===== config.mk =====
export PLATFORM = sky130hd
export DESIGN_NAME = pt_walker
export DESIGN_NICKNAME = d
export VERILOG_FILES = /design/src/rtl/pw_pkg.sv /design/src/rtl/xlat_cache.sv /design/src/rtl/walk_ctrl.sv /design/src/rtl/pt_walker.sv
export SDC_FILE = /design/constraint.sdc
export NUM_CORES = 1
export LEC_CHECK = 0
export ABC_AREA = 1
export BUFFER_PORTS_ARGS = -buffer_cell sky130_fd_sc_hd__buf_2
export CORE_ASPECT_RATIO = 0.5
export CORE_UTILIZATION = 45
export DETAILED_ROUTE_END_ITERATION = 10
export GPL_TIMING_DRIVEN = 0
export PLACE_DENSITY = 0.75
export SLEW_MARGIN = 30
export SYNTH_ARGS = -nofsm -noshare
export SYNTH_HDL_FRONTEND = slang
export SYNTH_HIERARCHICAL = 1
export SYNTH_SLANG_ARGS = --single-unit

===== constraint.sdc =====
create_clock -name clk -period 6 [get_ports clk]
set_input_delay 0 -clock clk [delete_from_list [all_inputs] [get_ports clk]]
set_output_delay 0 -clock clk [all_outputs]
set_load 0.03 [all_outputs]

===== src/rtl/pw_pkg.sv =====
`timescale 1ns/1ps
package pw_pkg;
  localparam int ADDR_W    = 32;
  localparam int OFF_W     = 12;
  localparam int IDX_W     = 10;
  localparam int VPN_W     = ADDR_W - OFF_W;
  localparam int PFN_W     = ADDR_W - OFF_W;

  typedef enum logic [2:0] {
    ST_IDLE,
    ST_DIR_REQ,
    ST_DIR_WAIT,
    ST_TBL_REQ,
    ST_TBL_WAIT
  } walk_st_t;

  function automatic logic [IDX_W-1:0] dir_index(input logic [ADDR_W-1:0] lin);
    return lin[ADDR_W-1 -: IDX_W];
  endfunction

  function automatic logic [IDX_W-1:0] tbl_index(input logic [ADDR_W-1:0] lin);
    return lin[OFF_W+IDX_W-1 -: IDX_W];
  endfunction

  // address of entry idx in the table whose base sits in bits 31:12 of base
  function automatic logic [ADDR_W-1:0] entry_addr(input logic [ADDR_W-1:0] base,
                                                   input logic [IDX_W-1:0]  idx);
    logic [ADDR_W-1:0] aligned;
    logic [ADDR_W-1:0] off;
    aligned = {base[ADDR_W-1:OFF_W], {OFF_W{1'b0}}};
    off     = {{(ADDR_W-IDX_W-2){1'b0}}, idx, 2'b00};
    return aligned + off;
  endfunction

  function automatic logic present(input logic [ADDR_W-1:0] ent);
    return ent[0];
  endfunction

  function automatic logic [PFN_W-1:0] frame_of(input logic [ADDR_W-1:0] ent);
    return ent[ADDR_W-1:OFF_W];
  endfunction

  function automatic logic [ADDR_W-1:0] join_phys(input logic [PFN_W-1:0] pfn,
                                                  input logic [ADDR_W-1:0] lin);
    return {pfn, lin[OFF_W-1:0]};
  endfunction
endpackage


===== src/rtl/xlat_cache.sv =====
`timescale 1ns/1ps
module xlat_cache
  import pw_pkg::*;
#(
  parameter int ENTRIES = 8
) (
  input  logic             clk,
  input  logic             rst_n,
  input  logic             flush,
  input  logic [VPN_W-1:0] lk_vpn,
  output logic             lk_hit,
  output logic [PFN_W-1:0] lk_pfn,
  input  logic             fill_en,
  input  logic [VPN_W-1:0] fill_vpn,
  input  logic [PFN_W-1:0] fill_pfn
);
  localparam int PTR_W = (ENTRIES > 1) ? $clog2(ENTRIES) : 1;

  logic [ENTRIES-1:0] vld_q;
  logic [VPN_W-1:0]   tag_q [ENTRIES];
  logic [PFN_W-1:0]   pfn_q [ENTRIES];
  logic [ENTRIES-1:0] match;
  logic [PTR_W-1:0]   ptr_q;

  for (genvar g = 0; g < ENTRIES; g++) begin : g_ent
    assign match[g] = vld_q[g] && (tag_q[g] == lk_vpn);

    always_ff @(posedge clk) begin
      if (!rst_n) begin
        vld_q[g] <= 1'b0;
        tag_q[g] <= '0;
        pfn_q[g] <= '0;
      end else if (flush) begin
        vld_q[g] <= 1'b0;
      end else if (fill_en && (ptr_q == PTR_W'(g))) begin
        vld_q[g] <= 1'b1;
        tag_q[g] <= fill_vpn;
        pfn_q[g] <= fill_pfn;
      end
    end
  end

  always_comb begin
    lk_pfn = '0;
    for (int i = 0; i < ENTRIES; i++) begin
      if (match[i]) lk_pfn = lk_pfn | pfn_q[i];
    end
  end

  assign lk_hit = |match;

  always_ff @(posedge clk) begin
    if (!rst_n || flush) begin
      ptr_q <= '0;
    end else if (fill_en) begin
      ptr_q <= (ptr_q == PTR_W'(ENTRIES-1)) ? '0 : ptr_q + 1'b1;
    end
  end
endmodule


===== src/rtl/walk_ctrl.sv =====
`timescale 1ns/1ps
module walk_ctrl
  import pw_pkg::*;
(
  input  logic              clk,
  input  logic              rst_n,
  input  logic              start,
  input  logic [ADDR_W-1:0] start_lin,
  input  logic [ADDR_W-1:0] root_base,
  output logic              mem_req_valid,
  input  logic              mem_req_ready,
  output logic [ADDR_W-1:0] mem_req_addr,
  input  logic              mem_rsp_valid,
  input  logic [ADDR_W-1:0] mem_rsp_data,
  output logic              busy,
  output logic              waiting,
  output logic              done,
  output logic              done_fault,
  output logic [PFN_W-1:0]  done_pfn,
  output logic [ADDR_W-1:0] done_lin
);
  walk_st_t          st_q;
  logic [ADDR_W-1:0] lin_q;
  logic [ADDR_W-1:0] root_q;
  logic [ADDR_W-1:0] dent_q;

  logic dir_bad;
  logic tbl_end;

  assign dir_bad = (st_q == ST_DIR_WAIT) && mem_rsp_valid && !present(mem_rsp_data);
  assign tbl_end = (st_q == ST_TBL_WAIT) && mem_rsp_valid;

  always_ff @(posedge clk) begin
    if (!rst_n) begin
      st_q   <= ST_IDLE;
      lin_q  <= '0;
      root_q <= '0;
      dent_q <= '0;
    end else begin
      unique case (st_q)
        ST_IDLE: if (start) begin
          st_q   <= ST_DIR_REQ;
          lin_q  <= start_lin;
          root_q <= root_base;
        end
        ST_DIR_REQ:  if (mem_req_ready) st_q <= ST_DIR_WAIT;
        ST_DIR_WAIT: if (mem_rsp_valid) begin
          if (present(mem_rsp_data)) begin
            dent_q <= mem_rsp_data;
            st_q   <= ST_TBL_REQ;
          end else begin
            st_q <= ST_IDLE;
          end
        end
        ST_TBL_REQ:  if (mem_req_ready) st_q <= ST_TBL_WAIT;
        ST_TBL_WAIT: if (mem_rsp_valid) st_q <= ST_IDLE;
        default:     st_q <= ST_IDLE;
      endcase
    end
  end

  always_comb begin
    mem_req_valid = 1'b0;
    mem_req_addr  = '0;
    if (st_q == ST_DIR_REQ) begin
      mem_req_valid = 1'b1;
      mem_req_addr  = entry_addr(root_q, dir_index(lin_q));
    end else if (st_q == ST_TBL_REQ) begin
      mem_req_valid = 1'b1;
      mem_req_addr  = entry_addr(dent_q, tbl_index(lin_q));
    end
  end

  assign busy       = (st_q != ST_IDLE);
  assign waiting    = (st_q == ST_DIR_WAIT) || (st_q == ST_TBL_WAIT);
  assign done       = dir_bad || tbl_end;
  assign done_fault = dir_bad || (tbl_end && !present(mem_rsp_data));
  assign done_pfn   = frame_of(mem_rsp_data);
  assign done_lin   = lin_q;
endmodule


===== src/rtl/pt_walker.sv =====
`timescale 1ns/1ps
module pt_walker
  import pw_pkg::*;
#(
  parameter int CACHE_ENTRIES = 8
) (
  input  logic        clk,
  input  logic        rst_n,
  input  logic        flush,
  input  logic [31:0] root_base,
  input  logic        req_valid,
  output logic        req_ready,
  input  logic [31:0] req_lin,
  output logic        rsp_valid,
  output logic        rsp_fault,
  output logic [31:0] rsp_phys,
  output logic        mem_req_valid,
  input  logic        mem_req_ready,
  output logic [31:0] mem_req_addr,
  input  logic        mem_rsp_valid,
  input  logic [31:0] mem_rsp_data
);
  // named internal events, visible to the checker
  logic              accept;
  logic              cache_hit;
  logic [PFN_W-1:0]  cache_pfn;
  logic              walk_start;
  logic              walk_busy;
  logic              walk_waiting;
  logic              walk_done;
  logic              walk_fault;
  logic [PFN_W-1:0]  walk_pfn;
  logic [ADDR_W-1:0] walk_lin;
  logic              fill_en;

  xlat_cache #(.ENTRIES(CACHE_ENTRIES)) u_cache (
    .clk      (clk),
    .rst_n    (rst_n),
    .flush    (flush),
    .lk_vpn   (req_lin[ADDR_W-1:OFF_W]),
    .lk_hit   (cache_hit),
    .lk_pfn   (cache_pfn),
    .fill_en  (fill_en),
    .fill_vpn (walk_lin[ADDR_W-1:OFF_W]),
    .fill_pfn (walk_pfn)
  );

  walk_ctrl u_walk (
    .clk           (clk),
    .rst_n         (rst_n),
    .start         (walk_start),
    .start_lin     (req_lin),
    .root_base     (root_base),
    .mem_req_valid (mem_req_valid),
    .mem_req_ready (mem_req_ready),
    .mem_req_addr  (mem_req_addr),
    .mem_rsp_valid (mem_rsp_valid),
    .mem_rsp_data  (mem_rsp_data),
    .busy          (walk_busy),
    .waiting       (walk_waiting),
    .done          (walk_done),
    .done_fault    (walk_fault),
    .done_pfn      (walk_pfn),
    .done_lin      (walk_lin)
  );

  assign req_ready  = !walk_busy;
  assign accept     = req_valid && req_ready;
  logic  use_hit;
  assign use_hit    = accept && cache_hit && !flush;
  assign walk_start = accept && !use_hit;
  assign fill_en    = walk_done && !walk_fault && !flush;

  always_ff @(posedge clk) begin
    if (!rst_n) begin
      rsp_valid <= 1'b0;
      rsp_fault <= 1'b0;
      rsp_phys  <= '0;
    end else begin
      rsp_valid <= use_hit || walk_done;
      rsp_fault <= walk_done && walk_fault;
      if (use_hit)                      rsp_phys <= join_phys(cache_pfn, req_lin);
      else if (walk_done && !walk_fault) rsp_phys <= join_phys(walk_pfn, walk_lin);
      else                              rsp_phys <= '0;
    end
  end
endmodule


Yosys cells after proc, flatten, opt, wreduce, memory -nomap -nowiden
Memory sizes are Yosys's and may differ from the RTL's.
Index checks and enable logic that the tools add are counted.
{"block": "word_totals", "register_bits": 144, "mem_bits_rw": 320, "inputBits": 102, "output_inout_bits": 68, "word_cells": 185, "mem_count": 2}
{"block": "op_classes", "add_sub_neg": 3, "eq_ne": 24, "mux": 71, "n_bitwise": 24, "n_reduce_logical": 45}
{"name": "u_cache.pfn_q", "depth": 8, "width": 20, "rd": 8, "rd_clocked_by_memory_dff": 0, "wr": 8, "line": "xlat_cache.sv:21", "text": "logic [PFN_W-1:0] pfn_q [ENTRIES];"}
{"name": "u_cache.tag_q", "depth": 8, "width": 20, "rd": 8, "rd_clocked_by_memory_dff": 0, "wr": 8, "line": "xlat_cache.sv:20", "text": "logic [VPN_W-1:0] tag_q [ENTRIES];"}
{"op": "two-way mux 20 bit", "n": 24}
{"op": "== test 20 bit", "n": 8}
{"op": "bitwise OR 20 bit", "n": 7}
{"op": "two-way mux 32 bit", "n": 4}
{"op": "adder 32 x 12 -> 32 bit", "n": 2}
{"op": "two-way mux 1 bit", "n": 35}
{"op": "logical AND 1 bit", "n": 27}
{"op": "two-way mux 3 bit", "n": 6}
{"op": "bitwise OR 1 bit", "n": 16}
{"op": "== test 3 bit (second input constant)", "n": 5}
{"op": "case mux 3 bit (5 select lines)", "n": 1}
{"op": "== test 3 x 2 -> 1 bit (second input constant)", "n": 4}
{"op": "!= test 2 bit (second input constant)", "n": 4}
{"op": "OR reduction 8 bit", "n": 1}
{"op": "== test 3 x 1 -> 1 bit (second input constant)", "n": 2}
{"op": "logical NOT 1 bit", "n": 6}
{"op": "logical NOT 3 bit", "n": 2}
{"op": "AND reduction 5 bit", "n": 1}
{"op": "logical OR 1 bit", "n": 4}
{"op": "adder 3 x 1 -> 3 bit (second input constant)", "n": 1}
{"op": "AND reduction 3 bit", "n": 1}
{"op": "nonzero test 3 bit", "n": 1}
{"op": "two-way mux 2 bit", "n": 1}
{"op": "!= test 2 x 1 -> 1 bit (second input constant)", "n": 1}
{"op": "3 further kinds", "n": 3}

Logic depth before layout (Yosys ltp)
An unclocked memory read counts as a cell.
{"block": "logic_depth", "ltp_word": 19, "mapped_depth": 21, "mapped_depth_nobuf": 16}

Hierarchy
Netlist, hierarchy kept.
{"module": "xlat_cache", "instances": 1, "cells_per_inst": 1785, "area_per_inst_um2": 16393.2, "seq_area_each_um2": 9829.4}
{"module": "walk_ctrl", "instances": 1, "cells_per_inst": 413, "area_per_inst_um2": 3269.4, "seq_area_each_um2": 1501.4}
{"module": "pt_walker", "instances": 1, "cells_per_inst": 259, "area_per_inst_um2": 1741.7, "seq_area_each_um2": 680.7}

Worst setup path after synthesis
OpenSTA, ideal clock, no wires.
{"block": "synth_path", "kind": "register -> register", "startpoint": "reg u_walk.st_q[2]", "endpoint": "mem u_cache/pfn_q[1][60] in the netlist's numbering, enable pin", "setup_time_ps": 493, "arrival_ps": 4297, "required_ps": 5507, "path_slack_ps": 1210, "stages_incl_launch_ff": 13, "path_buffers": 2, "synth_period_minus_slack_ps": 4790, "cell_sequence": "dfxtp_1 -> nor2_4 -> nand2_4 -> clkinv_2 -> nand3b_1 -> o21ai_0 -> inv_1 -> nand2_1 -> buf_2 -> nor2_1 -> buf_2 -> nand2_1 -> o21ai_0"}
{"element": "from (decl)", "line": "walk_ctrl.sv:22", "text": "walk_st_t st_q;"}
{"element": "from (signal assigned)", "line": "walk_ctrl.sv:35", "text": "st_q <= ST_IDLE;"}
{"element": "from (signal assigned)", "line": "walk_ctrl.sv:42", "text": "st_q <= ST_DIR_REQ;"}
{"element": "from (signal assigned)", "line": "walk_ctrl.sv:46", "text": "ST_DIR_REQ: if (mem_req_ready) st_q <= ST_DIR_WAIT;"}
{"element": "to (decl)", "line": "xlat_cache.sv:21"}

==> out/qor.txt <==
status -> completed
IO buf count -> 143
Period minus WS final -> 4185 ps
relative slew slack -> 0.4997
area post-placement -> 23,100 um^2
clock-pin slew on the worst setup and hold paths -> 70 ps
top-count cell post-synth -> nor2_1
FFs w/ async S/R, synth -> 0
total grt overflow -> 0
H-tree levels -> 2
diode count -> 0
worst hold slack -> 258.4 ps
detailed placer's ending HPWL -> 46,880 um
via/cell ratio -> 5.468
Num CTS Buffers -> 41
Power Density -> 293.1 nW/um^2
Synth top cells by count -> 536 x nor2_1, 486 x nand2_1, 320 x edfxtp_1
via count -> 18,683
Rows -> 56
CP Max Fanout -> 10
die width -> 310.4 um
Worst R2R Path Depth -> 20
DRC Markers -> 0
actual slew at the worst max-slew pin -> 750.5 ps
Mean Syn Cell Area -> 8.712 um^2
Seq pwr share -> 0.482
Core Util, Final -> 0.5399
final WL -> 66,950 um
top-area cell type share of the netlist area -> 0.4489
Distinct cells, synth -> 35
FF-to-FF End -> u_walk/root_q[17]
Clock Sinks -> 440
fmax -> 239.0 MHz
critical path class -> reg -> reg
die height -> 156.2 um
switching pwr -> 0.002249 W
Max Slew Vio Count -> 0
number of global-route vias before repair -> 17,082
Worst Path Required -> 6480 ps
CTS tree -> yes
Root Buffer -> clkbuf_16
clock skew -> 32.52 ps
max-cap violations -> 0
initial core utilization -> 0.4566
setup violators final -> 0
share of layout cells above drive strength 1 -> 0.1483
number of cells produced by synthesis -> 2,457
Clock Power Share -> 0.330
Power, Total -> 0.007417 W
number of synthesized flops with an enable pin -> 320
sequential element share of the synthesized area -> 0.5612
Main synth FF type -> edfxtp_1
DRT iter0 DRCs -> 2,639
Worst Hold Depth -> 4
WL/cell -> 19.59 um
initial antenna violation count -> 1
post-CTS setup buffer count -> 0
crit share post-route -> 0.6974
R2R setup slack -> 1820 ps
cell taking the most area after synthesis -> edfxtp_1
hold path endpoint -> u_walk/root_q[12]
WP data arrival -> 4670 ps
global-route wire length before repair -> 98,500 um
Die ar. -> 48,490 um^2
Combinational Power Share -> 0.188
Post-Synthesis Cell Area -> 21,400 um^2
RSZ-0062 raised after global routing -> no
Final GP Congestion -> 0.9724
area delta synth->final -> 18.24%
Yosys reg bits -> 440
Tot GR Track Use -> 0.2707
reg2reg start -> u_cache/tag_q[0][19]
final hold vios -> 0
Syn. warnings -> 6
setup TNS -> 0 ps
final antenna-violating net count -> 0
switching part of the total -> 0.3032
crit path launch type -> register
largest net degree at the start of global routing -> 41
post-layout net count -> 2,855
LEAKAGE -> 10.87 nW
Final Cell Area -> 25,310 um^2
Synth area leaders -> edfxtp_1 45%, dfxtp_1 11%, nor2_1 9.4%
Core Area -> 46,880 um^2
Peak VDD IR -> 190.3 uV
Int Power -> 0.005168 W
Worst setup EP type -> register
drt first pass iters -> 9
Worst Min Path Start -> root_base[12]
Clock Path Buffers -> 3
Hold WC Path Type -> in -> reg
I/O Pins -> 170
clock insertion delay at the later pin of the skew report -> 580 ps
-- power groups by stage --
stage               Clock [W]  Sequential [W]  Combinational, W
floorplan                   0         0.00362          0.000804
global placement            0         0.00363           0.00123
detailed placement          0         0.00363           0.00127
CTS                   0.00247         0.00357           0.00133
global route          0.00259         0.00359           0.00146
finish                0.00245         0.00358           0.00139
-- worst max-delay path, cell delays in order (launching register included) --
cell and delay [ps]:
edfxtp_1 390, inv_1 50, nand2_1 50, o21ai_0 200, nor2_1 150, nand2_1 60, nor2_1 470, buf_2 340
nand3_1 100, nand2_1 90, nor2_1 50, nand2_1 130, inv_1 80, nor2_2 320, buf_6 210, nor2_1 90
nand3_4 150, clkbuf_1 340, o21ai_0 110, dlygate4sd3_1 590, a21oi_1 120
-- layer usage --
metal  global-route usage  vias to the layer above  wire [um]
met3              0.05390                      245       7968
met2               0.4229                     1180      30080
met1               0.3574                     8667      25320
li1                     -                     8589          -
met4               0.1417                        2       3569
met5                    0                        -         17
-- flip-flops by register name (all words and copies together), names as in the netlist --
register,flops
u_walk/st_q,3
u_walk/root_q,20
rsp_valid,1
u_cache/pfn_q,160
u_walk/done_lin,32
u_cache/ptr_q,3
u_cache/tag_q,160
u_walk/dent_q,20
u_cache/vld_q,8
rsp_fault,1
rsp_phys,32
-- cells in the final DEF, fill, tap and decap left out, types with 2 or more instances in the layout --
master,count
nor2_1,536
nand2_1,479
edfxtp_1,320
inv_1,258
buf_2,179
nand4_1,162
dfxtp_1,120
o21ai_0,100
dlygate4sd3_1,98
a21oi_1,78
buf_4,53
clkbuf_16,41
clkbuf_1,39
o21ai_1,35
buf_6,34
nand3b_1,32
o22ai_1,32
nand3_1,25
inv_2,20
nor2_2,19
xnor2_1,15
nand2_2,14
clkinv_2,12
xor2_1,9
nor2_4,8
clkinv_1,8
clkbuf_4,8
ha_1,6
o211ai_1,5
nand2_4,5
buf_1,5
clkbuf_8,4
buf_16,4
or2_2,3
nor3_1,2
clkinv_8,2
nand3_4,2
conb_1,2
-- logic make-up after synthesis --
family / count (synthesis) / synth area share
flops: 440 / 0.5612
buf+inv: 447 / 0.1038
other cells: 1 / 0.0001752
fa+ha+maj: 6 / 0.003507
compound gates: 251 / 0.06114
simple gates: 1288 / 0.2604
xor+xnor: 24 / 0.009821
-- how the worst max path moves through the flow --
stage | start | to | cells after the start
4_1_cts | u_cache/tag_q[0][19] | u_walk/root_q[17] | 20
3_5_place_dp | u_cache/tag_q[0][19] | u_walk/done_lin[8] | 19
2_1_floorplan | u_walk/st_q[2] | u_cache/pfn_q[1][60] | 12
6_report | u_cache/tag_q[0][19] | u_walk/root_q[17] | 20
3_3_place_gp | u_walk/st_q[1] | u_cache/pfn_q[1][78] | 12
5_1_grt | u_cache/tag_q[0][19] | u_walk/root_q[17] | 20
-- cell type report --
type                    instances  area [um^2]
plain buffers                 167         1166
clock buffers                  53         1101
clock inverters                22        126.4
fillers                      4051        21570
inverters                     280         1055
multi-input cells            1571         7224
flip-flops and latches        440        12010
well taps                     638        798.3
repair buffers                246         1827
-- stage by stage --
stage          setup slack, ps  cells
2_1_floorplan             1210   2458
3_3_place_gp            -493.9   3239
3_5_place_dp              2327   3244
4_1_cts                   1990   3417
5_1_grt                   1675   3417
6_report                  1815   3417
-- timing repair --
| action | in CTS | in global routing |
|---|---|---|
| resized for setup | 0 | 0 |
| hold buffers | 98 | 0 |
| endpoints found under the setup margin | 0 | 0 |
| hold endpoints to repair | 115 | 0 |
(Power assumes the default switching activity.)
